**config.mk**
```make
export PLATFORM = sky130hd
export DESIGN_NAME = flash_guard
export DESIGN_NICKNAME = d
export VERILOG_FILES = /design/src/rtl/flash_guard_pkg.sv /design/src/rtl/fg_rst_filter.sv /design/src/rtl/fg_arbiter.sv /design/src/rtl/fg_regs.sv /design/src/rtl/fg_permit.sv /design/src/rtl/flash_guard.sv
export SDC_FILE = /design/constraint.sdc
export NUM_CORES = 1
export LEC_CHECK = 0
export CAP_MARGIN = 15
export CORE_MARGIN = 5
export CORE_UTILIZATION = 41
export DETAILED_ROUTE_END_ITERATION = 16
export HOLD_SLACK_MARGIN = 0.15
export PLACE_DENSITY_LB_ADDON = 0.05
export SYNTH_ARGS = -nofsm -noshare
export SYNTH_HDL_FRONTEND = slang
export SYNTH_SLANG_ARGS = --single-unit
```
**constraint.sdc**
```tcl
create_clock -name clk -period 4.87 [get_ports clk]
set_input_delay 0.487 -clock clk [delete_from_list [all_inputs] [get_ports clk]]
set_output_delay 0.487 -clock clk [all_outputs]
set_load 0.1 [all_outputs]
```
**src/rtl/flash_guard_pkg.sv**
```systemverilog
package flash_guard_pkg;
  localparam int MODE_W = 4;
  localparam int PGM_BIT = 0;
  localparam int ERS_BIT = 1;
  localparam int PV_BIT  = 2;
  localparam int EV_BIT  = 3;

  typedef enum logic [1:0] {
    CAUSE_NONE   = 2'd0,
    CAUSE_FREEZE = 2'd1,
    CAUSE_CLEAR  = 2'd2,
    CAUSE_HARD   = 2'd3
  } cause_e;
endpackage

```
**src/rtl/fg_rst_filter.sv**
```systemverilog
module fg_rst_filter #(
  parameter int MIN_LOW = 20
) (
  input  logic clk,
  input  logic rst,
  input  logic pin_n,
  output logic qual_o
);
  localparam int CW = $clog2(MIN_LOW + 1);
  localparam logic [CW-1:0] CAP = CW'(MIN_LOW - 1);

  logic [CW-1:0] low_cnt;

  always_ff @(posedge clk) begin
    if (rst || pin_n) begin
      low_cnt <= '0;
    end else if (low_cnt != CAP) begin
      low_cnt <= low_cnt + 1'b1;
    end
  end

  assign qual_o = !pin_n && (low_cnt == CAP);


  qual_needs_history_chk: assert property (@(posedge clk) disable iff (rst)
    (qual_o && (MIN_LOW > 1)) |-> $past(!pin_n));


  cnt_cap_chk: assert property (@(posedge clk) disable iff (rst)
    low_cnt <= CAP);
endmodule

```
**src/rtl/fg_arbiter.sv**
```systemverilog
module fg_arbiter
  import flash_guard_pkg::*;
(
  input  logic   pin_rst_qual,
  input  logic   wdt_rst,
  input  logic   hw_stby,
  input  logic   we_pin,
  input  logic   sleep_req,
  input  logic   err_q,
  output cause_e cause_o
);
  logic hard_c, clear_c;

  assign hard_c  = pin_rst_qual | wdt_rst | hw_stby;
  assign clear_c = !we_pin | sleep_req;

  always_comb begin
    if (hard_c)       cause_o = CAUSE_HARD;
    else if (clear_c) cause_o = CAUSE_CLEAR;
    else if (err_q)   cause_o = CAUSE_FREEZE;
    else              cause_o = CAUSE_NONE;
  end
endmodule

```
**src/rtl/fg_regs.sv**
```systemverilog
module fg_regs
  import flash_guard_pkg::*;
#(
  parameter int NBLK = 8
) (
  input  logic              clk,
  input  logic              rst,
  input  cause_e            cause,
  input  logic              busy,
  input  logic              op_err,
  input  logic              mode_wr,
  input  logic [MODE_W-1:0] mode_wdata,
  input  logic              blk_wr,
  input  logic [NBLK-1:0]   blk_wdata,
  output logic [MODE_W-1:0] mode_q,
  output logic [NBLK-1:0]   blk_q,
  output logic              err_q,
  output logic              abort_q
);
  logic hit_err;
  assign hit_err = op_err && busy;

  always_ff @(posedge clk) begin
    if (rst || cause == CAUSE_HARD) begin
      mode_q  <= '0;
      blk_q   <= '0;
      err_q   <= 1'b0;
      abort_q <= 1'b0;
    end else begin
      abort_q <= 1'b0;
      case (cause)
        CAUSE_CLEAR: begin
          mode_q <= '0;
          blk_q  <= '0;
        end
        CAUSE_FREEZE: ;
        default: begin
          if (hit_err) begin
            err_q   <= 1'b1;
            abort_q <= 1'b1;
          end else begin
            if (mode_wr) mode_q <= mode_wdata;
            if (blk_wr)  blk_q  <= blk_wdata;
          end
        end
      endcase
    end
  end


  abort_single_chk: assert property (@(posedge clk) disable iff (rst)
    abort_q |=> !abort_q);


  abort_sets_err_chk: assert property (@(posedge clk) disable iff (rst)
    abort_q |-> err_q);


  err_sticky_chk: assert property (@(posedge clk) disable iff (rst)
    (err_q && cause != CAUSE_HARD) |=> err_q);


  clear_regs_chk: assert property (@(posedge clk) disable iff (rst)
    (cause == CAUSE_CLEAR) |=> (mode_q == '0 && blk_q == '0));


  freeze_hold_chk: assert property (@(posedge clk) disable iff (rst)
    (cause == CAUSE_FREEZE) |=> ($stable(mode_q) && $stable(blk_q)));
endmodule

```
**src/rtl/fg_permit.sv**
```systemverilog
module fg_permit
  import flash_guard_pkg::*;
#(
  parameter int NBLK = 8
) (
  input  cause_e            cause,
  input  logic [MODE_W-1:0] mode_q,
  input  logic [NBLK-1:0]   blk_q,
  output logic              prog_ok,
  output logic              erase_ok,
  output logic              verify_ok,
  output logic [NBLK-1:0]   blk_sel
);
  logic open_c, verify_c;

  assign open_c    = (cause == CAUSE_NONE);
  assign verify_c  = (cause == CAUSE_NONE) || (cause == CAUSE_FREEZE);
  assign prog_ok   = open_c && mode_q[PGM_BIT];
  assign erase_ok  = open_c && mode_q[ERS_BIT];
  assign verify_ok = verify_c && (mode_q[PV_BIT] || mode_q[EV_BIT]);

  for (genvar b = 0; b < NBLK; b++) begin : g_blk
    assign blk_sel[b] = erase_ok && blk_q[b];
  end
endmodule

```
**src/rtl/flash_guard.sv**
```systemverilog
module flash_guard
  import flash_guard_pkg::*;
#(
  parameter int NBLK    = 8,
  parameter int MIN_LOW = 20
) (
  input  logic              clk,
  input  logic              rst,
  input  logic              we_pin,
  input  logic              ext_rst_n,
  input  logic              wdt_rst,
  input  logic              sleep_req,
  input  logic              hw_stby,
  input  logic              op_err,
  input  logic              mode_wr,
  input  logic [3:0]        mode_wdata,
  input  logic              blk_wr,
  input  logic [NBLK-1:0]   blk_wdata,
  output logic              prog_ok,
  output logic              erase_ok,
  output logic              verify_ok,
  output logic [NBLK-1:0]   blk_sel,
  output logic              abort_pulse,
  output logic              err_flag,
  output logic [3:0]        mode_q,
  output logic [NBLK-1:0]   blk_q
);
  logic   pin_qual;
  cause_e cause;

  fg_rst_filter #(.MIN_LOW(MIN_LOW)) u_filt (
    .clk(clk), .rst(rst), .pin_n(ext_rst_n), .qual_o(pin_qual)
  );

  fg_arbiter u_arb (
    .pin_rst_qual(pin_qual), .wdt_rst(wdt_rst), .hw_stby(hw_stby),
    .we_pin(we_pin), .sleep_req(sleep_req), .err_q(err_flag),
    .cause_o(cause)
  );

  fg_regs #(.NBLK(NBLK)) u_regs (
    .clk(clk), .rst(rst), .cause(cause), .busy(prog_ok | erase_ok),
    .op_err(op_err), .mode_wr(mode_wr), .mode_wdata(mode_wdata),
    .blk_wr(blk_wr), .blk_wdata(blk_wdata), .mode_q(mode_q),
    .blk_q(blk_q), .err_q(err_flag), .abort_q(abort_pulse)
  );

  fg_permit #(.NBLK(NBLK)) u_perm (
    .cause(cause), .mode_q(mode_q), .blk_q(blk_q), .prog_ok(prog_ok),
    .erase_ok(erase_ok), .verify_ok(verify_ok), .blk_sel(blk_sel)
  );


  pin_low_block_chk: assert property (@(posedge clk) disable iff (rst)
    !we_pin |-> (!prog_ok && !erase_ok && !verify_ok));


  wdt_clears_chk: assert property (@(posedge clk) disable iff (rst)
    wdt_rst |=> (mode_q == '0 && blk_q == '0 && !err_flag));


  err_blocks_pe_chk: assert property (@(posedge clk) disable iff (rst)
    err_flag |-> (!prog_ok && !erase_ok && blk_sel == '0));


  idle_err_chk: assert property (@(posedge clk) disable iff (rst)
    (op_err && !prog_ok && !erase_ok) |=> !abort_pulse);
endmodule

```
**After elaboration in Yosys (flattened, before gate mapping)**

Index checks and enable logic that the tools add are counted.

- Register bits: 19
- Word-level logic and storage cells: 55

- Muxes and demuxes: 10
- $add $sub $neg: 1
- Reduce and logical (&&, ||, !) cells: 27
- Equality and inequality tests: 6
- Bitwise logic cells: 6

Operator list:

| operator | number |
|---|---|
| two-way mux 8 bit | 2 |
| one-hot mux 8 bit (2 select lines) | 1 |
| logical AND 1 bit | 13 |
| two-way mux 4 bit | 2 |
| one-hot mux 4 bit (2 select lines) | 1 |
| AND reduction 3 bit | 2 |
| adder 5 x 1 -> 5 bit (second input constant) | 1 |
| == test 5 bit (second input constant) | 1 |
| inequality test 5 bit (second input constant) | 1 |
| == test 2 bit (second input constant) | 2 |
| logical OR 1 bit | 4 |
| two-way mux 2 bit | 2 |
| OR 1 bit | 4 |
| nonzero test 2 bit | 2 |
| OR reduction 3 bit | 1 |
| == test 2 x 1 -> 1 bit (second input constant) | 1 |
| logical NOT 1 bit | 2 |
| logical NOT 2 bit | 1 |
| two-way mux 1 bit | 2 |
| inequality test 2 bit (second input constant) | 1 |
| inverter 1 bit | 2 |
| AND reduction 2 bit | 1 |
| OR reduction 2 bit | 1 |

**Depth between registers and ports, before layout**

- Word-level depth: 11
- Mapped depth: 9
- Gate-level depth less buffers: 8

**Cells and area by module**

A second synthesis with hierarchy kept.

- Cells, all modules: 113
- Area, all modules: 1136.1 µm²

Modules (own cells, without submodules):

| module | instances | cells each | area an instance (µm²) |
|---|---|---|---|
| fg_regs | 1 | 73 | 733.2 |
| fg_rst_filter | 1 | 23 | 237.7 |
| fg_permit | 1 | 12 | 130.1 |
| fg_arbiter | 1 | 4 | 28.8 |
| flash_guard | 1 | 1 | 6.3 |

**Worst setup path before layout**

Ideal clock, no wire load.

- Path kind: reg2out
- Start point: reg u_regs.mode_q[3]
- End point: out verify_ok
- Buffers on the path: 0
- Data arrival time: 2339 ps
- Stages on the path, launching flop included: 3
- Path slack: 2044 ps
- Required time: 4383 ps
- Cell sequence: dfxtp_1 nor2_1 nor2_1

- Longest elaborated chain between the ends: 2

RTL lines:

| item | line | source |
|---|---|---|
| start: declaration | fg_regs.sv:15 | `output logic [MODE_W-1:0] mode_q,` |
| start signal: assignment | fg_regs.sv:42 | `if (mode_wr) mode_q <= mode_wdata;` |
| logical OR 1 bit | fg_permit.sv:20 | `assign verify_ok = verify_c && (mode_q[PV_BIT] \|\| mode_q[EV_BIT]);` |
| logical AND 1 bit | fg_permit.sv:20 |  |
| end: declaration | flash_guard.sv:21 | `output logic verify_ok,` |

Every way passes these cells.

**Worst setup path in the final report**

- Start point: reg u_filt.low_cnt[0]
- End point: out blk_sel[4]

- Longest elaborated chain between the ends: 8

RTL lines:

| item | line | source |
|---|---|---|
| start: declaration | fg_rst_filter.sv:12 | `logic [CW-1:0] low_cnt;` |
| start signal: assignment | fg_rst_filter.sv:18 | `low_cnt <= low_cnt + 1'b1;` |
| == test 5 bit | fg_rst_filter.sv:22 | `assign qual_o = !pin_n && (low_cnt == CAP);` |
| logical AND 1 bit | fg_rst_filter.sv:22 |  |
| OR 1 bit (2 in a row) | fg_arbiter.sv:14 | `assign hard_c = pin_rst_qual \| wdt_rst \| hw_stby;` |
| two-way mux 2 bit | fg_arbiter.sv:18 | `if (hard_c) cause_o = CAUSE_HARD;` |
| logical NOT 2 bit | fg_permit.sv:16 | `assign open_c = (cause == CAUSE_NONE);` |
| logical AND 1 bit | fg_permit.sv:19 | `assign erase_ok = open_c && mode_q[ERS_BIT];` |
| logical AND 1 bit | fg_permit.sv:23 | `assign blk_sel[b] = erase_ok && blk_q[b];` |
| end: declaration | flash_guard.sv:22 | `output logic [NBLK-1:0] blk_sel,` |

Every way passes these cells.

==> results.cfg <==
[timing]
worstMarginPinSlew_ns = 0.9940
setup_violations = 0
rsz0062_at_grt = false
fin_tns_setup_ns = 0
fmax_mhz = 272.3
clock_skew_ns = 0.006337
post-route-min-period_ns = 3.672
finalCritPeriodShare_pct = 75.40
slew_violations = 0
slew_headroom_pct = 33.52
finalWorstSetupSlack_ns = 1.198
timing.hold.ws_ns = 0.5065
finalHoldViolCount = 0

[power_and_ir_drop]
p_switching_uw = 76.89
switching_share_pct = 26.41
combPwrFrac_pct = 17.5
cell_internal_pwr_uw = 214.3
p_seq_share_pct = 55.2
p_leak_nw = 0.5742
cellPowerDensity_nw_per_um2 = 210.2
irDropWorstVdd_v = 0.0001687
p_total_uw = 291.2
pwr-share-clk_pct = 27.3

[floorplan]
io_pins = 47
die-area_um2 = 3164
die_w_um = 56.25
start_util_pct = 43.81
rows = 16
design.core.area_um2 = 2002
chipHeight_um = 56.25

[setup_path]
ff2ff_path_depth = 8
critPathMaxStageDelay_ns = 0.98
crit_path_top_delay_cell = clkdlybuf4s50_1
end_kind = output pin
startpoint_type = flip-flop
r2r-end = u_regs.blk_q[1]
cp_data_required_time_ns = 4.38
crit_chain = ha_1, nand4bb_1, o211ai_1, inv_1, ha_1, and3_1, clkdlybuf4s50_1
r2r-start = u_filt.low_cnt[0]
crit_type = flip-flop to output pin
r2r_setup_slack_ns = 2.31
cp-endpoint = blk_sel[4]
path_max_fanout = 11
arrival_ns = 3.19
crit_path_start = u_filt.low_cnt[0]
timing.critical_path.mode_cell = ha_1

[drt]
wire_per_inst_um = 13.38
first_pass_iters = 4
vias = 804
vias_per_cell = 5.057
drc = 0
ant_nets = 0
wl_mm = 2.127
drt_iter0_markers = 14

[final_layout]
fin_area_um2 = 1385
area_growth_pct = 57.92
fillers = 164
n_antenna_cell = 0
num-nets-final = 160
drive_above_1_share_pct = 5.303

[logic_synthesis]
syn-cell-area_um2 = 877.1
syn_inst = 85
synthFlopType = dfxtp_1
synth_fa_ha_area_share_pct = 7.133
syn_nets = 112
synth.most_common_cell = dfxtp_1
avgSynthCellArea_um2 = 10.32
synth_top_cell_by_area = dfxtp_1
synth_compound_area_share_pct = 22.11
yosysUniqueCellTypes = 27
async_flop_share_pct = 0
yosysSeqAreaShare_pct = 43.37
ys_warn_count = 0
synth_top_area_share_pct = 43.37
ys_ff_latch = 19
synth-edff-count = 0
yosys.area_share.simple_pct = 19.97
synth_top_family_by_area = compound AO/OA/AOI/OAI gates
ys_top_cells_by_count = 19 x dfxtp_1, 12 x a22o_1, 10 x and3_1, 7 x nor2_1, 5 x ha_1
synthMuxAreaShare_pct = 1.141
ys_top_cells_by_area = dfxtp_1 43%, a22o_1 12%, and3_1 7.1%, ha_1 7.1%, a311oi_4 3.0%
synthXorXnorAreaFrac_pct = 3.994

[status]
status = finished, final reports clean

[clock_tree]
cts_buffers = 3
clk_pin_slew_ns = 0.10
cts.sinks = 19
cts_setup_buffers = 0
cts_hold_buf = 0
clk_path_buf_depth = 2
ctsResizeCount = 0
h-tree-depth = 1
root_buffer = clkbuf_4
cts_tree = yes
insertion_delay_ns = 0.29

[grt]
grt_pass1_vias = 747
grt_use_total_pct = 14.11
grt_overflow_total = 0
grt_pass1_wl_mm = 3.553
grt_max_degree = 13
antenna_found_initial = 0

[flow_run]
cap_violations = 0

[placed_design]
routabilityCongestion = 0.6840
dp_hpwl_mm = 1.747
port_buffers = 46
placed_cell_area_um2 = 1359
pre_cts_slack_ns = 1.159

[hold_path]
min_path_type = flip-flop to flip-flop
==> critical path, delay by kind of cell, from the launching register on <==
family | cells | cell delay, ns
buffers and inverters | 2 | 1.10
adder cells (fa/ha/maj) | 2 | 0.54
AND/OR/NAND/NOR | 2 | 0.48
flip-flops | 1 | 0.39
AO/OA/AOI/OAI | 1 | 0.39
==> cells by family after synthesis <==
logic type / count (synthesis)
flops: 19
simple gates: 31
buf+inv: 5
fa+ha+maj: 5
mux: 1
xor+xnor: 4
compound gates: 20
==> how the worst min path moves through the flow <==
stage | from | endpoint | slack [ns] | depth (start not counted)
2_1_floorplan | u_filt.low_cnt[3] | u_filt.low_cnt[3] | 0.49 | 2
5_1_grt | u_regs.blk_q[1] | u_regs.blk_q[1] | 0.54 | 1
4_1_cts | u_regs.blk_q[0] | u_regs.blk_q[0] | 0.52 | 1
3_5_place_dp | u_regs.blk_q[0] | u_regs.blk_q[0] | 0.49 | 1
3_3_place_gp | u_regs.blk_q[3] | u_regs.blk_q[3] | 0.48 | 1
6_report | u_regs.blk_q[0] | u_regs.blk_q[0] | 0.51 | 1
==> cell usage in the layout, fill, tap and decap left out <==
cell type / n
a21o_1: 1
a21oi_1: 1
a22o_1: 12
a311oi_2: 1
a311oi_4: 1
and2_1: 2
and3_1: 10
clkbuf_1: 1
clkbuf_4: 3
clkdlybuf4s50_1: 46
dfxtp_1: 19
ha_1: 5
inv_1: 2
mux2i_1: 1
nand2_1: 1
nand3_1: 2
nand4bb_1: 1
nor2_1: 7
nor2b_1: 3
nor3_1: 3
nor4_1: 1
o211ai_1: 1
o211ai_2: 1
o21ai_1: 1
o21ba_1: 1
or2_4: 1
xnor2_1: 2
xor2_1: 2
==> per-stage QoR <==
stage	utilization, %	instances
4_1_cts	69.19	159
2_1_floorplan	-	85
3_5_place_dp	67.88	155
5_1_grt	69.19	159
6_report	69.19	159
3_3_place_gp	67.88	155
==> power groups by stage <==
stage | combinational (mW) | sequential, mW | clock, mW
after floorplan | 0.0129 | 0.178 | 0
final | 0.0511 | 0.161 | 0.0795
after global routing | 0.0541 | 0.161 | 0.0900
after detailed placement | 0.0513 | 0.164 | 0
after global placement | 0.0508 | 0.164 | 0
after CTS | 0.0514 | 0.161 | 0.0835
==> flip-flops by register name, summed over array words and instances (netlist names) <==
name	flops
u_filt.low_cnt	5
u_regs.abort_q	1
u_regs.blk_q	8
u_regs.err_q	1
u_regs.mode_q	4
==> routing by layer <==
metal / track usage (%) / vias to the layer above / share of wire [%]
li1: - / 405 / -
met1: 17.52 / 367 / 46
met2: 23.21 / 30 / 46
met3: 3.211 / 2 / 7.7
met4: 6.102 / 0 / 0.56
met5: 0 / - / 0
==> cell type report <==
class,count,area (um^2),share of cell area [%]
Tap cell,27,33.78,2.439
Timing Repair Buffer,46,460.4,33.24
Clock buffer,4,26.28,1.897
Sequential cell,19,380.4,27.46
Inverter,2,7.507,0.5420
Multi-Input combinational cell,61,476.7,34.42
(Power assumes the default switching activity.)
